[config.mk]
export PLATFORM = sky130hd
export DESIGN_NAME = cmdseq_decoder
export DESIGN_NICKNAME = d
export VERILOG_FILES = /design/src/rtl/cmdseq_pkg.sv /design/src/rtl/cmdseq_match.sv /design/src/rtl/cmdseq_fsm.sv /design/src/rtl/cmdseq_policy.sv /design/src/rtl/cmdseq_decoder.sv
export SDC_FILE = /design/constraint.sdc
export NUM_CORES = 1
export LEC_CHECK = 0
export BUFFER_PORTS_ARGS = -buffer_cell sky130_fd_sc_hd__buf_2
export CORE_MARGIN = 2
export CORE_UTILIZATION = 51
export DETAILED_ROUTE_END_ITERATION = 7
export GPL_TIMING_DRIVEN = 0
export PLACE_DENSITY = 0.79
export SLEW_MARGIN = 10
export SYNTH_ARGS = -nofsm -noshare
export SYNTH_HDL_FRONTEND = slang
export SYNTH_SLANG_ARGS = --single-unit
[constraint.sdc]
create_clock -name clk -period 2.7 [get_ports clk]
set_input_delay 0.135 -clock clk [delete_from_list [all_inputs] [get_ports clk]]
set_output_delay 0.135 -clock clk [all_outputs]
set_load 0.03 [all_outputs]
[src/rtl/cmdseq_pkg.sv]
`timescale 1ns/1ps
package cmdseq_pkg;

   typedef enum logic [3:0] {
      OP_NONE       = 4'd0,
      OP_PROGRAM    = 4'd1,
      OP_CHIP_ERASE = 4'd2,
      OP_SECT_ERASE = 4'd3,
      OP_PROTECT    = 4'd4,
      OP_UNPROTECT  = 4'd5,
      OP_READ_ID    = 4'd6,
      OP_SLEEP      = 4'd7,
      OP_ABORT      = 4'd8,
      OP_SUSPEND    = 4'd9,
      OP_RESUME     = 4'd10,
      OP_RD_ARRAY   = 4'd11,
      OP_RD_STATUS  = 4'd12
   } op_e;

   typedef enum logic [1:0] {
      MODE_ARRAY  = 2'd0,
      MODE_STATUS = 2'd1,
      MODE_ID     = 2'd2
   } mode_e;

   localparam logic [7:0] KEY_DATA_A   = 8'hAA;
   localparam logic [7:0] KEY_DATA_B   = 8'h55;
   localparam logic [7:0] SET_ERASE    = 8'h80;
   localparam logic [7:0] SET_GUARD    = 8'h60;
   localparam logic [7:0] C_PROGRAM    = 8'hA0;
   localparam logic [7:0] C_READ_ID    = 8'h90;
   localparam logic [7:0] C_SLEEP      = 8'hC0;
   localparam logic [7:0] C_ABORT      = 8'hE0;
   localparam logic [7:0] C_RD_ARRAY   = 8'hF0;
   localparam logic [7:0] C_RD_STATUS  = 8'h70;
   localparam logic [7:0] C_SUSPEND    = 8'hB0;
   localparam logic [7:0] C_RESUME     = 8'hD0;
   localparam logic [7:0] C_CHIP_ERASE = 8'h10;
   localparam logic [7:0] C_SECT_ERASE = 8'h30;
   localparam logic [7:0] C_PROTECT    = 8'h20;
   localparam logic [7:0] C_UNPROTECT  = 8'h40;

   function automatic logic is_request(op_e op);
      return (op != OP_NONE) && (op != OP_RD_ARRAY) && (op != OP_RD_STATUS);
   endfunction

endpackage

[src/rtl/cmdseq_match.sv]
`timescale 1ns/1ps
module cmdseq_match
   import cmdseq_pkg::*;
#(
   parameter int ADDR_W  = 19,
   parameter int CMP_W   = 15,
   parameter int SEC_LSB = 16,
   parameter int SEC_W   = 3,
   parameter int KEY_A   = 'h5555,
   parameter int KEY_B   = 'h2AAA
) (
   input  logic [ADDR_W-1:0] wr_addr,
   input  logic [7:0]        wr_data,
   output logic              key_a_hit,
   output logic              key_b_hit,
   output logic              cmd_addr_hit,
   output logic [SEC_W-1:0]  sector
);
   localparam int SEC_HI = SEC_LSB + SEC_W - 1;
   localparam logic [CMP_W-1:0] KEY_A_V = CMP_W'(KEY_A);
   localparam logic [CMP_W-1:0] KEY_B_V = CMP_W'(KEY_B);

   logic [CMP_W-1:0] low;
   assign low          = wr_addr[CMP_W-1:0];
   assign cmd_addr_hit = (low == KEY_A_V);
   assign key_a_hit    = cmd_addr_hit && (wr_data == KEY_DATA_A);
   assign key_b_hit    = (low == KEY_B_V) && (wr_data == KEY_DATA_B);
   assign sector       = wr_addr[SEC_HI:SEC_LSB];

   // address bits between the compare field and the sector field, and above it
   logic unused_gap_bits;
   generate
      if (SEC_LSB > CMP_W) begin : g_gap
         assign unused_gap_bits = ^wr_addr[SEC_LSB-1:CMP_W];
      end else begin : g_nogap
         assign unused_gap_bits = 1'b0;
      end
      if (ADDR_W > SEC_HI + 1) begin : g_top
         logic unused_top_bits;
         assign unused_top_bits = ^wr_addr[ADDR_W-1:SEC_HI+1];
      end
   endgenerate
endmodule

[src/rtl/cmdseq_fsm.sv]
`timescale 1ns/1ps
module cmdseq_fsm
   import cmdseq_pkg::*;
(
   input  logic       clk,
   input  logic       rst_n,
   input  logic       wr_en,
   input  logic [7:0] wr_data,
   input  logic       key_a_hit,
   input  logic       key_b_hit,
   input  logic       cmd_addr_hit,
   output logic       cand_v,
   output op_e        cand_op
);
   typedef enum logic [2:0] {
      ST_IDLE, ST_K1, ST_K2, ST_SET, ST_SK1, ST_SK2
   } st_e;

   st_e  st_q, st_d;
   logic guard_q, guard_d;   // 1: set-up was the protect form
   op_e  op3, op6;

   always_comb begin
      unique case (wr_data)
         C_PROGRAM:   op3 = OP_PROGRAM;
         C_READ_ID:   op3 = OP_READ_ID;
         C_SLEEP:     op3 = OP_SLEEP;
         C_ABORT:     op3 = OP_ABORT;
         C_RD_ARRAY:  op3 = OP_RD_ARRAY;
         C_RD_STATUS: op3 = OP_RD_STATUS;
         C_SUSPEND:   op3 = OP_SUSPEND;
         C_RESUME:    op3 = OP_RESUME;
         default:     op3 = OP_NONE;
      endcase
   end

   always_comb begin
      op6 = OP_NONE;
      if (guard_q) begin
         if (wr_data == C_PROTECT)        op6 = OP_PROTECT;
         else if (wr_data == C_UNPROTECT) op6 = OP_UNPROTECT;
      end else begin
         if (wr_data == C_CHIP_ERASE)      op6 = OP_CHIP_ERASE;
         else if (wr_data == C_SECT_ERASE) op6 = OP_SECT_ERASE;
      end
   end

   always_comb begin
      st_d    = st_q;
      guard_d = guard_q;
      cand_op = OP_NONE;
      if (wr_en) begin
         st_d = ST_IDLE;
         unique case (st_q)
            ST_IDLE: if (key_a_hit) st_d = ST_K1;
            ST_K1:   if (key_b_hit) st_d = ST_K2;
            ST_K2: begin
               if (cmd_addr_hit) begin
                  if (wr_data == SET_ERASE || wr_data == SET_GUARD) begin
                     st_d    = ST_SET;
                     guard_d = (wr_data == SET_GUARD);
                  end else begin
                     cand_op = op3;
                  end
               end
            end
            ST_SET:  if (key_a_hit) st_d = ST_SK1;
            ST_SK1:  if (key_b_hit) st_d = ST_SK2;
            ST_SK2:  if (cmd_addr_hit) cand_op = op6;
            default: st_d = ST_IDLE;
         endcase
      end
   end
   assign cand_v = (cand_op != OP_NONE);

   always_ff @(posedge clk) begin
      if (!rst_n) begin
         st_q    <= ST_IDLE;
         guard_q <= 1'b0;
      end else begin
         st_q    <= st_d;
         guard_q <= guard_d;
      end
   end
endmodule

[src/rtl/cmdseq_policy.sv]
`timescale 1ns/1ps
module cmdseq_policy
   import cmdseq_pkg::*;
#(
   parameter int SEC_W       = 3,
   parameter bit PROTECT_ANY = 1'b0
) (
   input  logic             cand_v,
   input  op_e              cand_op,
   input  logic [SEC_W-1:0] sector,
   input  logic             prog_busy,
   input  logic             erase_busy,
   input  logic             suspended,
   output logic             accept
);
   logic sector_ok;
   logic state_ok;

   generate
      if (PROTECT_ANY) begin : g_any_sector
         assign sector_ok = 1'b1;
      end else begin : g_end_sectors
         assign sector_ok = (sector == '0) || (sector == '1);
      end
   endgenerate

   always_comb begin
      if (suspended)
         state_ok = cand_op inside {OP_RD_ARRAY, OP_RD_STATUS, OP_ABORT, OP_RESUME};
      else if (prog_busy)
         state_ok = cand_op inside {OP_RD_STATUS, OP_ABORT};
      else if (erase_busy)
         state_ok = cand_op inside {OP_RD_STATUS, OP_ABORT, OP_SUSPEND};
      else
         state_ok = !(cand_op inside {OP_ABORT, OP_SUSPEND, OP_RESUME});
   end

   assign accept = cand_v && state_ok &&
                   (sector_ok || !(cand_op inside {OP_PROTECT, OP_UNPROTECT}));
endmodule

[src/rtl/cmdseq_decoder.sv]
`timescale 1ns/1ps
module cmdseq_decoder
   import cmdseq_pkg::*;
#(
   parameter int ADDR_W      = 19,
   parameter int CMP_W       = 15,
   parameter int SEC_LSB     = 16,
   parameter int SEC_W       = 3,
   parameter int KEY_A       = 'h5555,
   parameter int KEY_B       = 'h2AAA,
   parameter bit PROTECT_ANY = 1'b0
) (
   input  logic              clk,
   input  logic              rst_n,
   input  logic              wr_en,
   input  logic [ADDR_W-1:0] wr_addr,
   input  logic [7:0]        wr_data,
   input  logic              wsm_prog_busy,
   input  logic              wsm_erase_busy,
   output logic              req_valid,
   output logic [3:0]        req_op,
   output logic [SEC_W-1:0]  req_sector,
   output logic [1:0]        read_mode,
   output logic              erase_suspended
);
   generate
      if (ADDR_W < SEC_LSB + SEC_W) begin : g_bad_addr_w
         $error("ADDR_W too small to hold the sector field");
      end
      if (CMP_W > SEC_LSB) begin : g_bad_cmp_w
         $error("compare field overlaps the sector field");
      end
   endgenerate

   logic             key_a_hit, key_b_hit, cmd_addr_hit, cand_v, accept;
   logic [SEC_W-1:0] sector;
   op_e              cand_op;
   mode_e            mode_q;

   cmdseq_match #(
      .ADDR_W(ADDR_W), .CMP_W(CMP_W), .SEC_LSB(SEC_LSB), .SEC_W(SEC_W),
      .KEY_A(KEY_A), .KEY_B(KEY_B)
   ) u_match (
      .wr_addr(wr_addr), .wr_data(wr_data),
      .key_a_hit(key_a_hit), .key_b_hit(key_b_hit),
      .cmd_addr_hit(cmd_addr_hit), .sector(sector)
   );

   cmdseq_fsm u_fsm (
      .clk(clk), .rst_n(rst_n), .wr_en(wr_en), .wr_data(wr_data),
      .key_a_hit(key_a_hit), .key_b_hit(key_b_hit), .cmd_addr_hit(cmd_addr_hit),
      .cand_v(cand_v), .cand_op(cand_op)
   );

   cmdseq_policy #(.SEC_W(SEC_W), .PROTECT_ANY(PROTECT_ANY)) u_policy (
      .cand_v(cand_v), .cand_op(cand_op), .sector(sector),
      .prog_busy(wsm_prog_busy), .erase_busy(wsm_erase_busy),
      .suspended(erase_suspended), .accept(accept)
   );

   always_ff @(posedge clk) begin
      if (!rst_n) begin
         req_valid       <= 1'b0;
         req_op          <= OP_NONE;
         req_sector      <= '0;
         mode_q          <= MODE_ARRAY;
         erase_suspended <= 1'b0;
      end else begin
         req_valid  <= accept && is_request(cand_op);
         req_op     <= (accept && is_request(cand_op)) ? cand_op : OP_NONE;
         req_sector <= (accept && is_request(cand_op)) ? sector : '0;
         if (accept) begin
            unique case (cand_op)
               OP_RD_ARRAY: mode_q <= MODE_ARRAY;
               OP_READ_ID:  mode_q <= MODE_ID;
               default:     mode_q <= MODE_STATUS;
            endcase
            if (cand_op == OP_SUSPEND)
               erase_suspended <= 1'b1;
            else if (cand_op == OP_RESUME || cand_op == OP_ABORT)
               erase_suspended <= 1'b0;
         end
      end
   end
   assign read_mode = mode_q;
endmodule

==> results of run 1 <==
worst paths after layout:
kind                              startpoint                      endpoint
hold / removal                   wr_addr[18]      req_sector[2]$_SDFF_PN0_
hold reg to reg    read_mode[0]$_SDFFE_PN0P_     read_mode[0]$_SDFFE_PN0P_
setup / recovery  u_fsm.st_q[0]$_SDFFE_PN0P_  erase_suspended$_SDFFE_PN0P_
setup reg to reg  u_fsm.st_q[0]$_SDFFE_PN0P_  erase_suspended$_SDFFE_PN0P_
state kept, by name, indices dropped and copies added, names as in the netlist:
signal and flops:
u_fsm.st_q 3, req_sector 3, read_mode 2, req_valid 1, erase_suspended 1, req_op 4
u_fsm.guard_q 1
cell usage in the layout (no fill, tap or decap), types with 2 or more instances in the layout:
cell type and instances:
or4_1 2, o211ai_1 7, buf_4 2, or3_1 2, nor4bb_1 2, nor2_1 8
nand3b_1 3, dfxtp_1 15, inv_1 10, or2_2 2, o211a_1 2, buf_2 46
nand4_1 4, nand2b_1 2, o31ai_1 5, nand3_1 7, clkbuf_4 3, nand4bb_1 7
nand2_1 13, xnor2_1 2, nor4_4 2, a21oi_1 9, buf_6 2, nor3_1 14
o21ai_0 6, o22ai_1 2
per-stage QoR:
step           util, %  setup WS, ps  instance area (um^2)  hold slack [ps]  instances
2_1_floorplan        -           473                  1330              268        165
3_3_place_gp      63.3           228                  1570              399        235
5_1_grt           64.6         -13.4                  1600              129        239
3_5_place_dp      63.3           161                  1570              403        235
4_1_cts           64.4           140                  1600              111        239
6_report          64.6           169                  1600              114        239
per-layer routing:
metal | wire, um | vias to the layer above | track usage [%]
met5 | 0 | - | 0
met4 | 108 | 0 | 13.4
met2 | 1770 | 45 | 43.1
li1 | - | 733 | -
met1 | 1590 | 692 | 33.1
met3 | 119 | 13 | 2.42
kinds of logic (layout without fill, tap and decap cells):
| logic type | Yosys count | after routing | share of synthesized area, % |
|---|---|---|---|
| DFF | 15 | 15 | 22.6 |
| and+or+nand+nor | 82 | 82 | 41.9 |
| muxes | 1 | 1 | 0.846 |
| xor gates and xnor gates | 2 | 2 | 1.32 |
| buffers and inverters | 20 | 64 | 7.89 |
| AOI/OAI and AO/OA | 45 | 45 | 25.5 |
cell type report:
type	instances	area (um^2)	share of cell area (%)
plain buffers	10	67.6	4.22
clock buffers	4	26.3	1.64
inverters	10	37.5	2.35
multi-input cells	130	931	58.2
flip-flops and latches	15	300	18.8
well taps	30	37.5	2.35
repair buffers	40	200	12.5
report_power, final:
part | switching, mW | leakage [nW] | total, mW | internal (mW)
registers | 0.000137 | 0.121 | 0.222 | 0.222
clock network | 0.0704 | 0.0150 | 0.128 | 0.0575
logic | 0.0511 | 0.487 | 0.0902 | 0.0392
total | 0.122 | 0.623 | 0.440 | 0.318
timing repair:
| action | 4_1_cts | 5_1_grt |
|---|---|---|
| resized for setup | 0 | 1 |
| hold buffers | 0 | 0 |
| endpoints found under the setup margin | 0 | 1 |
worst reg2reg max path, cell delays in order (launching register included):
cell and delay, ps:
dfxtp_1 300, buf_2 170, nand4bb_1 270, a21oi_1 330, nand3_2 210, o31ai_1 390, a2bb2oi_4 130, nand4bb_1 220
buf_4 190, o211a_1 220
==> flow_summary.yaml, run 1 <==
run_status:
  outcome: "finished, final reports clean"
power_and_ir_drop:
  static-leakage-power_nw: 0.623
  ir_drop_mv: 0.291
  power_density_mw_per_mm2: 275
  total_power_mw: 0.440
synthesis:
  synth.most_common_cell: "dfxtp_1"
  synth_edf_count: 0
  yosys-top-cells-area: "dfxtp_1, nand4bb_1, nor3_1"
  syn-instance-count: 165
  yosysTopAreaCellShare_pct: 22.6
  synth_area_leader_cell: "dfxtp_1"
  syn_nets: 197
  ys_async_sr_fraction_pct: 0
  synth_seq_cells: 15
  postSynthAreaPerCell_um2: 8.07
  synth_ff_type: "dfxtp_1"
  ys_types: 53
  netlist_area_mm2: 0.00133
  synthTopCellsByCount: "dfxtp_1, nor3_1, nand2_1"
  synth-seq-area-share_pct: 22.6
  yosys_warnings: 0
grt:
  grt_pass1_vias: 1351
  grt_max_degree: 11
  antenna_found_initial: 0
  grt_pass1_wl_um: 5790
  grt_overflow: 0
  grt_use_total_pct: 25.9
timing:
  fin_crit_sh_pct: 93.7
  layout_min_cycle_time_ps: 2530
  timing.fmax_mhz: 395
  setup_viol: 0
  hold_viol_final: 0
  final_max_slew_viol_count: 0
  fin_tns_setup_ps: 0
  finClkSkew_ps: 1.43
  worst_pin_slew_ps: 550
  slew_headroom_pct: 63.1
critical_path:
  critPathSlowestCell: "o31ai_1"
  end_kind: "flip-flop"
  path_buf_inv: 2
  arrival_ps: 2710
  path_class: "flip-flop to flip-flop"
  slowest_delay_ps: 390
  ff2ff_setup_slack_ps: 170
  cp.required_ps: 2880
  worst-path-max-fanout: 10
  path_delay_family: "compound AO/OA/AOI/OAI gates"
  r2r_cells: 9
  start_kind: "flip-flop"
  cpMostUsedCell: "nand4bb_1"
  worstPathCellList: "buf_2 -> nand4bb_1 -> a21oi_1 -> nand3_2 -> o31ai_1 -> a2bb2oi_4 -> nand4bb_1 -> buf_4 -> o211a_1"
  worst-path-stages: 9
routing:
  route.detailed.drc: 0
  num_vias: 1483
  wl_um: 3590
  ant_nets: 0
  wl_per_cell_um: 15.0
  first_iter_violations: 34
  drt-pass1-iter-count: 4
  avgViaCountPerCell: 6.21
clocking:
  cts_root_buffer: "clkbuf_4"
  post_cts.repair.setup_buffers: 0
  cts_sinks: 15
  cts_buffer_depth: 2
  tritoncts: "yes"
  insertion_delay_ps: 280
  numCtsBuffers: 3
  path_clk_slew_ps: 80
  htree_levels: 1
placed_design:
  hpwl_um: 2910
  io_buffers: 40
  gp_congestion: 0.870
min_path:
  hp-class: "primary input to flip-flop"
  worstHoldPathCells: 3
die:
  core_area_mm2: 0.00248
  initial_utilization_pct: 53.7
  die_h_um: 55.1
  dieWidth_um: 55.1
  pin_count: 43
  die-area_mm2: 0.00303
  rows: 18
cells_and_area:
  diodes: 0
  fillers: 242
  area_growth_pct: 20.2
  fin_nets: 242
  drive_gt1_share_pct: 32.1
run:
  drv_cap: 0
No activity file was read; power rests on OpenSTA's default activity.
==> run 2: changes to the inputs <==
CTS_BUF_LIST = sky130_fd_sc_hd__clkbuf_8 sky130_fd_sc_hd__clkbuf_16   (was default)
==> run 2 against run 1 <==
Effect of this change:
- count of clock-buffer cells in the layout is 1 lower
- combinational power about the same
- sequential power about the same
- cell count is the same
==> flow_summary.yaml, run 2 (synthesis gave the netlist of run 1 again) <==
critical_path:
  path_delay_family: "compound AO/OA/AOI/OAI gates"
  start_kind: "flip-flop"
  worstPathCellList: "buf_2 -> nand4bb_1 -> a21oi_1 -> nand3_2 -> o31ai_1 -> a2bb2oi_4 -> nand4bb_1 -> buf_4 -> o211a_1"
  arrival_ps: 2680
  cp.required_ps: 2840
  end_kind: "flip-flop"
  critPathSlowestCell: "o31ai_1"
  worst-path-max-fanout: 10
  slowest_delay_ps: 390
  cpMostUsedCell: "nand4bb_1"
  path_buf_inv: 2
  path_class: "flip-flop to flip-flop"
timing:
  slew_headroom_pct: 63.3
  fin_worst_hold_slack_ps: 160
  worst_pin_slew_ps: 546
  timing.fmax_mhz: 394
  fin_tns_setup_ps: 0
  setup_viol: 0
  fin_crit_sh_pct: 94.0
  finClkSkew_ps: 3.72
  hold_viol_final: 0
  final_max_slew_viol_count: 0
  layout_min_cycle_time_ps: 2540
power_and_ir_drop:
  static-leakage-power_nw: 0.635
  power_density_mw_per_mm2: 303
  ir_drop_mv: 0.394
placed_design:
  hpwl_um: 2910
  gp_congestion: 0.870
  placed_area_mm2: 0.00157
  io_buffers: 40
cells_and_area:
  drive_gt1_share_pct: 32.1
  largest-register: "req_op"
  largest_reg_flops: 4
  top_regs: "req_op x4, req_sector x3, u_fsm.st_q x3"
  fin_nets: 242
  layout_commonest_cell: "buf_2"
  area_growth_pct: 21.6
  final_cell_area_mm2: 0.00162
  mostFrequentLayoutCells: "buf_2, dfxtp_1, nor3_1, nand2_1, inv_1"
  fillers: 235
  final_util_pct: 65.4
  diodes: 0
routing:
  route.detailed.drc: 0
  num_vias: 1476
  avgViaCountPerCell: 6.18
  ant_nets: 0
  wl_um: 3590
  drt-pass1-iter-count: 4
  first_iter_violations: 42
  wl_per_cell_um: 15.0
die:
  pin_count: 43
  die-area_mm2: 0.00303
  rows: 18
  core_area_mm2: 0.00248
  dieWidth_um: 55.1
  initial_utilization_pct: 53.7
  die_h_um: 55.1
clocking:
  path_clk_slew_ps: 60
  cts_buffer_depth: 2
  insertion_delay_ps: 250
  cts_sinks: 15
  tritoncts: "yes"
  htree_levels: 1
  numCtsBuffers: 3
  post_cts.repair.setup_buffers: 0
  cts_root_buffer: "clkbuf_8"
run_status:
  outcome: "finished, final reports clean"
grt:
  grt_overflow: 0
  grt_max_degree: 11
  grt_use_total_pct: 25.9
  grt_pass1_wl_um: 5790
  antenna_found_initial: 0
  grt_pass1_vias: 1349
run:
  drv_cap: 0
min_path:
  hp-class: "primary input to flip-flop"
-- run 2: final timing paths --
| check | from | to | slack [ps] | cells past startpoint |
|---|---|---|---|---|
| worst max register to register | u_fsm.st_q[0]$_SDFFE_PN0P_ | erase_suspended$_SDFFE_PN0P_ | 160 | 9 |
| worst min register to register | read_mode[0]$_SDFFE_PN0P_ | read_mode[0]$_SDFFE_PN0P_ | 510 | 2 |
| worst min-delay path | wr_addr[16] | req_sector[0]$_SDFF_PN0_ | 160 | 3 |
| worst max-delay path | u_fsm.st_q[0]$_SDFFE_PN0P_ | erase_suspended$_SDFFE_PN0P_ | 160 | 9 |
-- run 2: layout make-up --
cell class	count	area, um^2	share of cell area (%)
Timing Repair Buffer	40	200	12.4
Tap cell	30	37.5	2.32
Sequential cell	15	300	18.5
Buffer	10	67.6	4.17
Inverter	10	37.5	2.32
Clock buffer	3	41.3	2.55
Clock inverter	1	3.75	0.232
Multi-Input combinational cell	130	931	57.5
-- run 2: repair_timing --
action | in CTS | in global routing
resized for setup | 0 | 1
endpoints found under the hold margin | 0 | 0
hold buffers | 0 | 0
setup endpoints to repair | 0 | 1
-- run 2: report_power, final --
| part | switching, mW | total (mW) | internal (mW) |
|---|---|---|---|
| sequential | 0.000137 | 0.222 | 0.222 |
| combinational | 0.0510 | 0.0901 | 0.0392 |
| clock | 0.0779 | 0.179 | 0.101 |
-- run 2: per-stage QoR --
stage | std cells | power (mW) | setup WS [ps]
floorplan | 165 | 0.275 | 473
global placement | 235 | 0.311 | 228
detailed placement | 235 | 0.316 | 161
CTS | 239 | 0.489 | 143
global route | 239 | 0.507 | -5.04
finish | 239 | 0.491 | 162
-- run 2: worst min-delay path, cell delays in order --
cell and delay [ps]:
buf_2 110, inv_1 70, nor3_1 50
-- run 2: metal layers --
layer / vias to the layer above / wire length (um) / global-route usage, %
met4: 0 / 89 / 11.0
met2: 57 / 1760 / 43.5
met1: 675 / 1570 / 33.1
met3: 10 / 178 / 3.23
li1: 734 / - / -
met5: - / 0 / 0
